<file path="src/rtl/blit_align_pkg.sv">
// Package: shared widths and types for the blit alignment shifter.
// Assumes a power-of-two word width so that offsets fit in $clog2 bits.
package blit_align_pkg;
    localparam int WORD_W = 16;
    localparam int PLANES = 4;
    typedef logic [WORD_W-1:0] word_t;
endpackage

</file>
<file path="src/rtl/blit_shift_core.sv">
// Module: blit_shift_core
// Purely combinational funnel shift. It takes one word plus the carry-over of
// its plane and returns the aligned word and the spill for the next word.
// Assumes OFS_W = $clog2(WORD_W). A shift amount equal to WORD_W yields zero.
module blit_shift_core #(
    parameter int WORD_W = blit_align_pkg::WORD_W,
    parameter int OFS_W  = $clog2(WORD_W)
) (
    input  logic [WORD_W-1:0] val_i,
    input  logic [WORD_W-1:0] carry_i,
    input  logic [OFS_W-1:0]  src_i,
    input  logic [OFS_W-1:0]  dst_i,
    input  logic              desc_i,
    output logic [WORD_W-1:0] data_o,
    output logic [WORD_W-1:0] spill_o
);
    localparam int AMT_W = OFS_W + 1;
    localparam logic [AMT_W-1:0] FULL = AMT_W'(WORD_W);

    logic [AMT_W-1:0] src_x, dst_x, main_amt, spill_amt;

    // Derive the two complementary shift amounts from the offsets.
    always_comb begin
        src_x = AMT_W'(src_i);
        dst_x = AMT_W'(dst_i);
        if (dst_x >= src_x)
            main_amt = dst_x - src_x;
        else
            main_amt = FULL - (src_x - dst_x);
        spill_amt = FULL - main_amt;
    end

    // Shift toward the destination; the direction flag mirrors both shifts.
    always_comb begin
        if (desc_i) begin
            data_o  = (val_i >> main_amt) | carry_i;
            spill_o = val_i << spill_amt;
        end else begin
            data_o  = (val_i << main_amt) | carry_i;
            spill_o = val_i >> spill_amt;
        end
    end
endmodule

</file>
<file path="src/rtl/blit_carry_bank.sv">
// Module: blit_carry_bank
// Holds one carry-over word per plane. Priority per plane: broadcast,
// then the plane-selected load, then clear-all. Synchronous active-low reset.
module blit_carry_bank #(
    parameter int WORD_W = blit_align_pkg::WORD_W,
    parameter int PLANES = blit_align_pkg::PLANES,
    parameter int PIDX_W = $clog2(PLANES)
) (
    input  logic                           clk,
    input  logic                           rst_n,
    input  logic                           clear_all_i,
    input  logic                           load_en_i,
    input  logic [PIDX_W-1:0]              load_plane_i,
    input  logic [WORD_W-1:0]              load_val_i,
    input  logic                           bcast_en_i,
    input  logic [WORD_W-1:0]              bcast_val_i,
    output logic [PLANES-1:0][WORD_W-1:0]  carry_o
);
    for (genvar p = 0; p < PLANES; p++) begin : g_plane
        // Update this plane's carry-over word.
        always_ff @(posedge clk) begin
            if (!rst_n)
                carry_o[p] <= '0;
            else if (bcast_en_i)
                carry_o[p] <= bcast_val_i;
            else if (load_en_i && (load_plane_i == PIDX_W'(p)))
                carry_o[p] <= load_val_i;
            else if (clear_all_i)
                carry_o[p] <= '0;
        end
    end
endmodule

</file>
<file path="src/rtl/blit_align_shifter.sv">
// Module: blit_align_shifter (top)
// Aligns source words to the destination bit position for four planes. It
// shares one funnel shifter between shift strobes and the priming strobe.
// Assumes the caller holds the control fields steady during a blit and pulses
// blit_start_i before each new blit.
module blit_align_shifter #(
    parameter int WORD_W = blit_align_pkg::WORD_W,
    parameter int PLANES = blit_align_pkg::PLANES,
    parameter int OFS_W  = $clog2(WORD_W),
    parameter int PIDX_W = $clog2(PLANES)
) (
    input  logic              clk,
    input  logic              rst_n,
    input  logic [OFS_W-1:0]  ctrl_src_i,
    input  logic [OFS_W-1:0]  ctrl_dst_i,
    input  logic              ctrl_desc_i,
    input  logic              blit_start_i,
    input  logic              shift_vld_i,
    input  logic [PIDX_W-1:0] shift_plane_i,
    input  logic [WORD_W-1:0] shift_data_i,
    input  logic              first_word_i,
    input  logic              prime_vld_i,
    input  logic [WORD_W-1:0] prime_data_i,
    output logic              out_vld_o,
    output logic [PIDX_W-1:0] out_plane_o,
    output logic [WORD_W-1:0] out_data_o,
    output logic              primed_o
);
    logic [PLANES-1:0][WORD_W-1:0] carry_q;
    logic [PIDX_W-1:0]             sel_plane;
    logic [WORD_W-1:0]             sel_val, sel_carry, aligned, spill;
    logic                          first_clear, prime_ok;

    // Decide which strobe owns the shifter and whether a clear applies.
    always_comb begin
        first_clear = shift_vld_i && first_word_i && !primed_o;
        prime_ok    = prime_vld_i && !shift_vld_i && !blit_start_i &&
                      (ctrl_src_i > ctrl_dst_i) && !primed_o;
        sel_plane   = shift_vld_i ? shift_plane_i : '0;
        sel_val     = shift_vld_i ? shift_data_i : prime_data_i;
        sel_carry   = first_clear ? '0 : carry_q[sel_plane];
    end

    blit_shift_core #(.WORD_W(WORD_W), .OFS_W(OFS_W)) u_core (
        .val_i   (sel_val),
        .carry_i (sel_carry),
        .src_i   (ctrl_src_i),
        .dst_i   (ctrl_dst_i),
        .desc_i  (ctrl_desc_i),
        .data_o  (aligned),
        .spill_o (spill)
    );

    blit_carry_bank #(.WORD_W(WORD_W), .PLANES(PLANES), .PIDX_W(PIDX_W)) u_bank (
        .clk          (clk),
        .rst_n        (rst_n),
        .clear_all_i  (first_clear),
        .load_en_i    (shift_vld_i),
        .load_plane_i (shift_plane_i),
        .load_val_i   (spill),
        .bcast_en_i   (prime_ok),
        .bcast_val_i  (spill),
        .carry_o      (carry_q)
    );

    // Track whether the current blit has been primed.
    always_ff @(posedge clk) begin
        if (!rst_n)
            primed_o <= 1'b0;
        else if (blit_start_i)
            primed_o <= 1'b0;
        else if (prime_ok)
            primed_o <= 1'b1;
    end

    // Register the aligned word and its plane for one cycle.
    always_ff @(posedge clk) begin
        if (!rst_n) begin
            out_vld_o   <= 1'b0;
            out_plane_o <= '0;
            out_data_o  <= '0;
        end else begin
            out_vld_o <= shift_vld_i;
            if (shift_vld_i) begin
                out_plane_o <= shift_plane_i;
                out_data_o  <= aligned;
            end
        end
    end
endmodule

</file>
<file path="config.mk">
export PLATFORM = sky130hd
export DESIGN_NAME = blit_align_shifter
export DESIGN_NICKNAME = d
export VERILOG_FILES = /design/src/rtl/blit_align_pkg.sv /design/src/rtl/blit_shift_core.sv /design/src/rtl/blit_carry_bank.sv /design/src/rtl/blit_align_shifter.sv
export SDC_FILE = /design/constraint.sdc
export NUM_CORES = 1
export LEC_CHECK = 0
export BUFFER_PORTS_ARGS = -buffer_cell sky130_fd_sc_hd__buf_2
export CORE_MARGIN = 2
export CORE_UTILIZATION = 50
export DETAILED_ROUTE_END_ITERATION = 7
export PLACE_DENSITY = 0.77
export SLEW_MARGIN = 20
export SYNTH_ARGS = -nofsm -noshare
export SYNTH_HDL_FRONTEND = slang
export SYNTH_SLANG_ARGS = --single-unit
</file>
<file path="constraint.sdc">
create_clock -name clk -period 9.2 [get_ports clk]
set_input_delay 2.76 -clock clk [delete_from_list [all_inputs] [get_ports clk]]
set_output_delay 2.76 -clock clk [all_outputs]
set_load 0.03 [all_outputs]
</file>
==> results of run 1 <==
metal layers:
metal / track usage / share of wire / vias up
met3: 0.0760 / 0.093 / 64
met2: 0.520 / 0.48 / 418
met5: 0 / 0 / -
met4: 0.107 / 0.035 / 0
met1: 0.411 / 0.39 / 3255
li1: - / - / 2943
final timing paths:
kind / from / end / slack [ps] / cells past startpoint
worst max-delay path: ctrl_dst_i[0] / u_bank.carry_o[1] / 2290 / 11
worst min-delay path: out_plane_o[1] / out_plane_o[1] / 470 / 2
worst max register to register: primed_o / u_bank.carry_o[36] / 6580 / 5
worst min register to register: out_plane_o[1] / out_plane_o[1] / 470 / 2
metrics by stage:
step / instances / power [mW] / utilization
global placement: 931 / 1.04 / 0.537
floorplan: 747 / 0.888 / -
global route: 947 / 1.52 / 0.562
CTS: 947 / 1.44 / 0.562
finish: 947 / 1.46 / 0.562
detailed placement: 931 / 1.05 / 0.537
cell usage in the layout, fill, tap and decap left out, types with 5 or more instances in the layout:
cell type  count
a211o_1        6
a211oi_1       9
a21oi_1       60
a22oi_1        7
a311oi_1      28
a31oi_1        9
and2_1         8
and3_1         8
buf_2         67
buf_4         10
clkbuf_16      9
dfxtp_1       84
ha_1           5
inv_1         12
mux2_2        13
mux2i_1       34
mux4_2        57
nand2_1       64
nand3_1       40
nor2_1        70
nor3_1        15
o211ai_1       8
o21ai_0       57
o221ai_1       5
o22ai_1        5
or3_1          7
cells by family after synthesis:
kind of cell             after synthesis  synth area share
AO/OA/AOI/OAI                        234             0.238
XOR/XNOR                               9            0.0231
adder cells (fa/ha/maj)                6            0.0123
buffers and inverters                 82            0.0566
flip-flops                            84             0.250
multiplexers                         104             0.263
AND/OR/NAND/NOR                      228             0.157
sequential cells by signal (all words and copies together), names as in the netlist:
register        count
u_bank.carry_o     64
out_plane_o         2
primed_o            1
out_vld_o           1
out_data_o         16
tightest hold or removal path, stage by stage (launching register included):
cell,delay [ps]
dfxtp_1,310
nand2_1,60
a21oi_1,60
area by class of cell:
cell class	count	area share
clock inverters	7	0.0135
flip-flops and latches	84	0.227
inverters	13	0.00658
repair buffers	77	0.0554
well taps	176	0.0297
clock buffers	9	0.0304
multi-input cells	581	0.638
where the power goes:
| group | switching (mW) | internal (mW) | total [mW] | leakage, nW |
|---|---|---|---|---|
| combinational | 0.416 | 0.239 | 0.655 | 1.87 |
| clock | 0.154 | 0.239 | 0.393 | 0.148 |
| sequential | 0.0187 | 0.392 | 0.410 | 0.682 |
==> results.py, run 1 <==
metrics = {
    "routing": {
        "wl_per_cell_um": 23.9,
        "drc": 0,
        "vias": 6680,
        "ant_nets": 0,
        "routed_wl_mm": 22.6,
        "via_per_inst": 7.05,
        "drtPass1Iterations": 5,
        "drtIter0Drc": 964,
    },
    "worst_hold_path": {
        "hold_class": "reg -> reg",
    },
    "layout": {
        "final.fill_count": 1202,
        "nNetsFinal": 821,
        "final_area_um2": 7410,
        "drive_gt1_frac": 0.240,
        "area_growth_pct": 10.3,
        "regArea_um2": 1680,
        "multi_input_area_um2": 4730,
        "diodes": 0,
    },
    "floorplanning": {
        "die-height_um": 120,
        "rows": 42,
        "core_area_um2": 13200,
        "die_area_um2": 14400,
        "die_w_um": 120,
        "start_util": 0.510,
        "boundaryPins": 69,
    },
    "worst_setup_path": {
        "cp_top_family": "adder cells",
        "cp_slowest_stage_delay_ps": 1110,
        "crit_slowest_cell": "fa_1",
        "path_cells": "buf_2, inv_1, ha_1, inv_1, fa_1, inv_1, ha_1, inv_1, mux4_2, a22oi_1, a311oi_1",
        "end_kind": "flip-flop",
        "timing.critical_path.buf_inv": 5,
        "crit_top_cell": "inv_1",
        "start_kind": "input port",
        "required_ps": 9380,
        "critPathKind": "in -> reg",
        "crit_fanout": 27,
        "crit_arrival_ps": 7090,
    },
    "clock_network": {
        "clockRootBuffer": "clkbuf_16",
        "cts_sinks": 84,
        "cts-hold-fix-buffers": 0,
        "cts_max_level": 3,
        "cts_resized": 0,
        "cts_setup_buffers": 0,
        "cts_buffers": 9,
        "clk_pin_slew_ps": 60,
        "cts_max_path_buffers": 2,
        "insertion_delay_ps": 340,
        "cts_tree": "yes",
    },
    "synth": {
        "ys_seq_area_frac": 0.250,
        "postSynthAreaPerCell_um2": 9.00,
        "synthArstFlopShare": 0,
        "ys_top_cells_by_count": "84 x dfxtp_1, 70 x nor2_1, 64 x nand2_1",
        "synth_nets": 802,
        "synth_most_common_cell": "dfxtp_1",
        "syn_area_um2": 6720,
        "synth_flop_cell": "dfxtp_1",
        "yosysTopAreaCell": "dfxtp_1",
        "yosysWarnings": 0,
        "synth_top_area_frac": 0.250,
        "synth_area_leaders": "dfxtp_1 25%, mux4_2 19%, mux2i_1 5.1%",
        "synth_seq_cells": 84,
        "synthCells": 747,
        "synth_edf_count": 0,
        "synth_cell_type_count": 68,
    },
    "timing": {
        "max_freq_mhz": 145,
        "setup_ws_ps": 2290,
        "fin_crit_sh": 0.751,
        "max-slew-margin-rel": 0.269,
        "final-hold-violation-count": 0,
        "setup_viol": 0,
        "rsz0062_at_grt": "false",
        "max_slew.worst_pin.slew_ps": 1090,
        "fin_worst_skew_ps": 6.36,
        "hold_slack_ps": 468,
        "slew_viol_final": 0,
        "min_period_ps": 6910,
        "tns_ps": 0,
    },
    "placement": {
        "port_buffers": 68,
        "placed_area_um2": 7080,
        "routabilityCongestion": 0.958,
        "dpl.hpwl_mm": 15.9,
        "pre_cts_ws_ps": 1950,
    },
    "status": {
        "status": "completed",
    },
    "power": {
        "pwr_density_cell_nw_per_um2": 197,
        "ir_drop_mv": 0.142,
        "p_leak_nw": 2.70,
    },
    "global_route": {
        "globalRouteTotalUtil": 0.317,
        "grt_pass1_vias": 6409,
        "grt_pass1_wl_mm": 35.6,
        "gr-total-overflow": 0,
        "antenna_found_initial": 0,
        "grt_max_degree": 63,
    },
    "flow_run": {
        "max_cap_violations": 0,
    },
}
No activity file was read; power rests on OpenSTA's default activity.
==> inputs of run 2 (changes only) <==
--- a/config.mk
+++ b/config.mk
@@ -9,7 +9,7 @@
 export CORE_MARGIN = 2
 export CORE_UTILIZATION = 50
 export DETAILED_ROUTE_END_ITERATION = 7
-export PLACE_DENSITY = 0.77
+export PLACE_DENSITY = 0.8
 export SLEW_MARGIN = 20
 export SYNTH_ARGS = -nofsm -noshare
 export SYNTH_HDL_FRONTEND = slang
==> constraint.sdc (replaced) <==
create_clock -name clk -period 5.7 [get_ports clk]
set_input_delay 1.71 -clock clk [delete_from_list [all_inputs] [get_ports clk]]
set_output_delay 1.71 -clock clk [all_outputs]
set_load 0.03 [all_outputs]
==> run 2 against run 1 <==
Compared with the run above:
- final area rose by 0.35%
- combinational power up 62%
- clock skew barely moved
- sequential cell count is the same
- via count grew 0.22%
- global-route usage down 2.4 points
- routed wire length fell by 7.2%
- die area did not move
- critical path depth rose by 3
- highest routed layer unchanged
==> results.py, run 2 (same netlist as run 1, synthesis figures left out) <==
metrics = {
    "worst_hold_path": {
        "holdPathStages": 2,
        "hold_class": "reg -> reg",
        "min_from": "out_plane_o[1]",
        "hold_end": "out_plane_o[1]",
    },
    "layout": {
        "diodes": 0,
        "nNetsFinal": 830,
        "largest_register_ffs": 64,
        "regArea_um2": 1680,
        "drive_gt1_frac": 0.246,
        "final_cell_mix": "84 x dfxtp_1, 70 x nor2_1, 68 x buf_2",
        "post-route-util": 0.564,
        "multi_input_area_um2": 4710,
        "largestRegisters": "u_bank.carry_o: 64 flops, out_data_o: 16 flops, out_plane_o: 2 flops",
        "layout_commonest_cell": "dfxtp_1",
        "top_register": "u_bank.carry_o",
        "final.fill_count": 1171,
        "area_growth_pct": 10.6,
    },
    "global_route": {
        "grt_max_degree": 63,
        "globalRouteTotalUtil": 0.293,
        "antenna_found_initial": 0,
        "grt_pass1_vias": 6049,
        "grt_pass1_wl_mm": 33.1,
        "gr-total-overflow": 0,
    },
    "clock_network": {
        "cts_resized": 0,
        "clk_pin_slew_ps": 60,
        "cts_buffers": 9,
        "insertion_delay_ps": 350,
        "cts_sinks": 84,
        "cts_setup_buffers": 0,
        "cts_max_level": 3,
        "cts_tree": "yes",
        "cts_max_path_buffers": 2,
        "clockRootBuffer": "clkbuf_16",
        "cts-hold-fix-buffers": 0,
    },
    "worst_setup_path": {
        "required_ps": 5880,
        "crit_top_cell": "inv_1",
        "start_kind": "input port",
        "crit_fanout": 14,
        "critPathKind": "in -> reg",
        "cp_slowest_stage_delay_ps": 510,
        "r2r_end": "u_bank.carry_o[44]",
        "ff2ff_path_depth": 5,
        "path_cells": "buf_2, inv_1, ha_1, inv_1, fa_1, inv_1, ha_1, xnor3_1, buf_4, mux2i_1, mux2i_1, and3_1, a21oi_1, a311oi_1",
        "r2r_setup_slack_ps": 3160,
        "crit_arrival_ps": 4770,
        "end_kind": "flip-flop",
        "startpoint": "ctrl_dst_i[0]",
        "crit_slowest_cell": "fa_1",
        "r2r-start": "primed_o",
    },
    "timing": {
        "rsz0062_at_grt": "false",
        "min_period_ps": 4590,
        "max_slew.worst_pin.slew_ps": 1050,
        "final-hold-violation-count": 0,
        "setup_viol": 0,
        "tns_ps": 0,
        "fin_worst_skew_ps": 6.58,
        "fin_crit_sh": 0.806,
        "slew_viol_final": 0,
        "max-slew-margin-rel": 0.295,
        "max_freq_mhz": 218,
    },
    "placement": {
        "port_buffers": 68,
        "routabilityCongestion": 0.959,
        "dpl.hpwl_mm": 15.0,
    },
    "floorplanning": {
        "die_w_um": 120,
        "start_util": 0.510,
        "boundaryPins": 69,
        "core_area_um2": 13200,
        "die-height_um": 120,
        "rows": 42,
        "die_area_um2": 14400,
    },
    "power": {
        "switching_share": 0.405,
        "p_leak_nw": 2.72,
        "pwr-share-comb": 0.456,
        "power_frac_clock": 0.259,
        "p_int_mw": 1.38,
        "ir_drop_mv": 0.188,
        "power_frac_seq": 0.285,
        "switching_power_mw": 0.938,
        "pwr_density_cell_nw_per_um2": 312,
    },
    "routing": {
        "drtIter0Drc": 1124,
        "wl_per_cell_um": 22.0,
        "routed_wl_mm": 21.0,
        "drtPass1Iterations": 8,
        "via_per_inst": 7.00,
        "ant_nets": 0,
        "drc": 0,
        "vias": 6695,
    },
    "flow_run": {
        "max_cap_violations": 0,
    },
    "status": {
        "status": "completed",
    },
}
[run 2: cell type report]
cell class                 instances  area share
tap                              176      0.0296
timing repair buffer              86      0.0639
multi-input combinational        581       0.633
inverter                          13     0.00656
sequential                        84       0.226
clock inverter                     5     0.00824
clock buffer                      11      0.0326
[run 2: power groups by stage]
| stage | sequential [mW] | combinational (mW) | clock [mW] |
|---|---|---|---|
| final | 0.660 | 1.06 | 0.601 |
| after global routing | 0.664 | 1.12 | 0.627 |
| after CTS | 0.659 | 1.02 | 0.602 |
| after detailed placement | 0.672 | 1.02 | 0 |
| after global placement | 0.670 | 1.01 | 0 |
| after floorplan | 0.693 | 0.740 | 0 |
[run 2: how the worst max path moves through the flow]
stage | depth (start not counted) | slack [ps] | to
after CTS | 14 | 1150 | u_bank.carry_o[27]
after floorplan | 15 | 390 | u_bank.carry_o[33]
after detailed placement | 14 | 810 | u_bank.carry_o[27]
final | 14 | 1110 | u_bank.carry_o[15]
after global routing | 14 | 840 | u_bank.carry_o[27]
after global placement | 12 | 870 | u_bank.carry_o[23]
[run 2: metrics by stage]
stage          std cells  power [mW]  worst slack, ps  instance area [µm²]  hold WS, ps
6_report             956        2.32             1110                 7440          467
5_1_grt              956        2.42              836                 7440          481
4_1_cts              956        2.28             1150                 7430          465
3_5_place_dp         940        1.69              807                 7120          456
3_3_place_gp         940        1.68              874                 7120          448
2_1_floorplan        747        1.43              391                 6720          438
[run 2: worst max-delay path, delay by kind of cell]
kind                     cells  cell delay (ps)
AND/OR/NAND/NOR              1              220
XOR/XNOR                     1              460
multiplexers                 2              410
AO/OA/AOI/OAI                2              440
adder cells (fa/ha/maj)      3              940
buffers and inverters        5              580
[run 2: routing by layer]
| layer | part of all wire | global-route usage | vias to the layer above |
|---|---|---|---|
| met5 | 0 | 0 | - |
| met4 | 0.041 | 0.113 | 0 |
| met3 | 0.11 | 0.0665 | 76 |
| met2 | 0.46 | 0.450 | 448 |
| met1 | 0.39 | 0.400 | 3204 |
| li1 | - | - | 2967 |
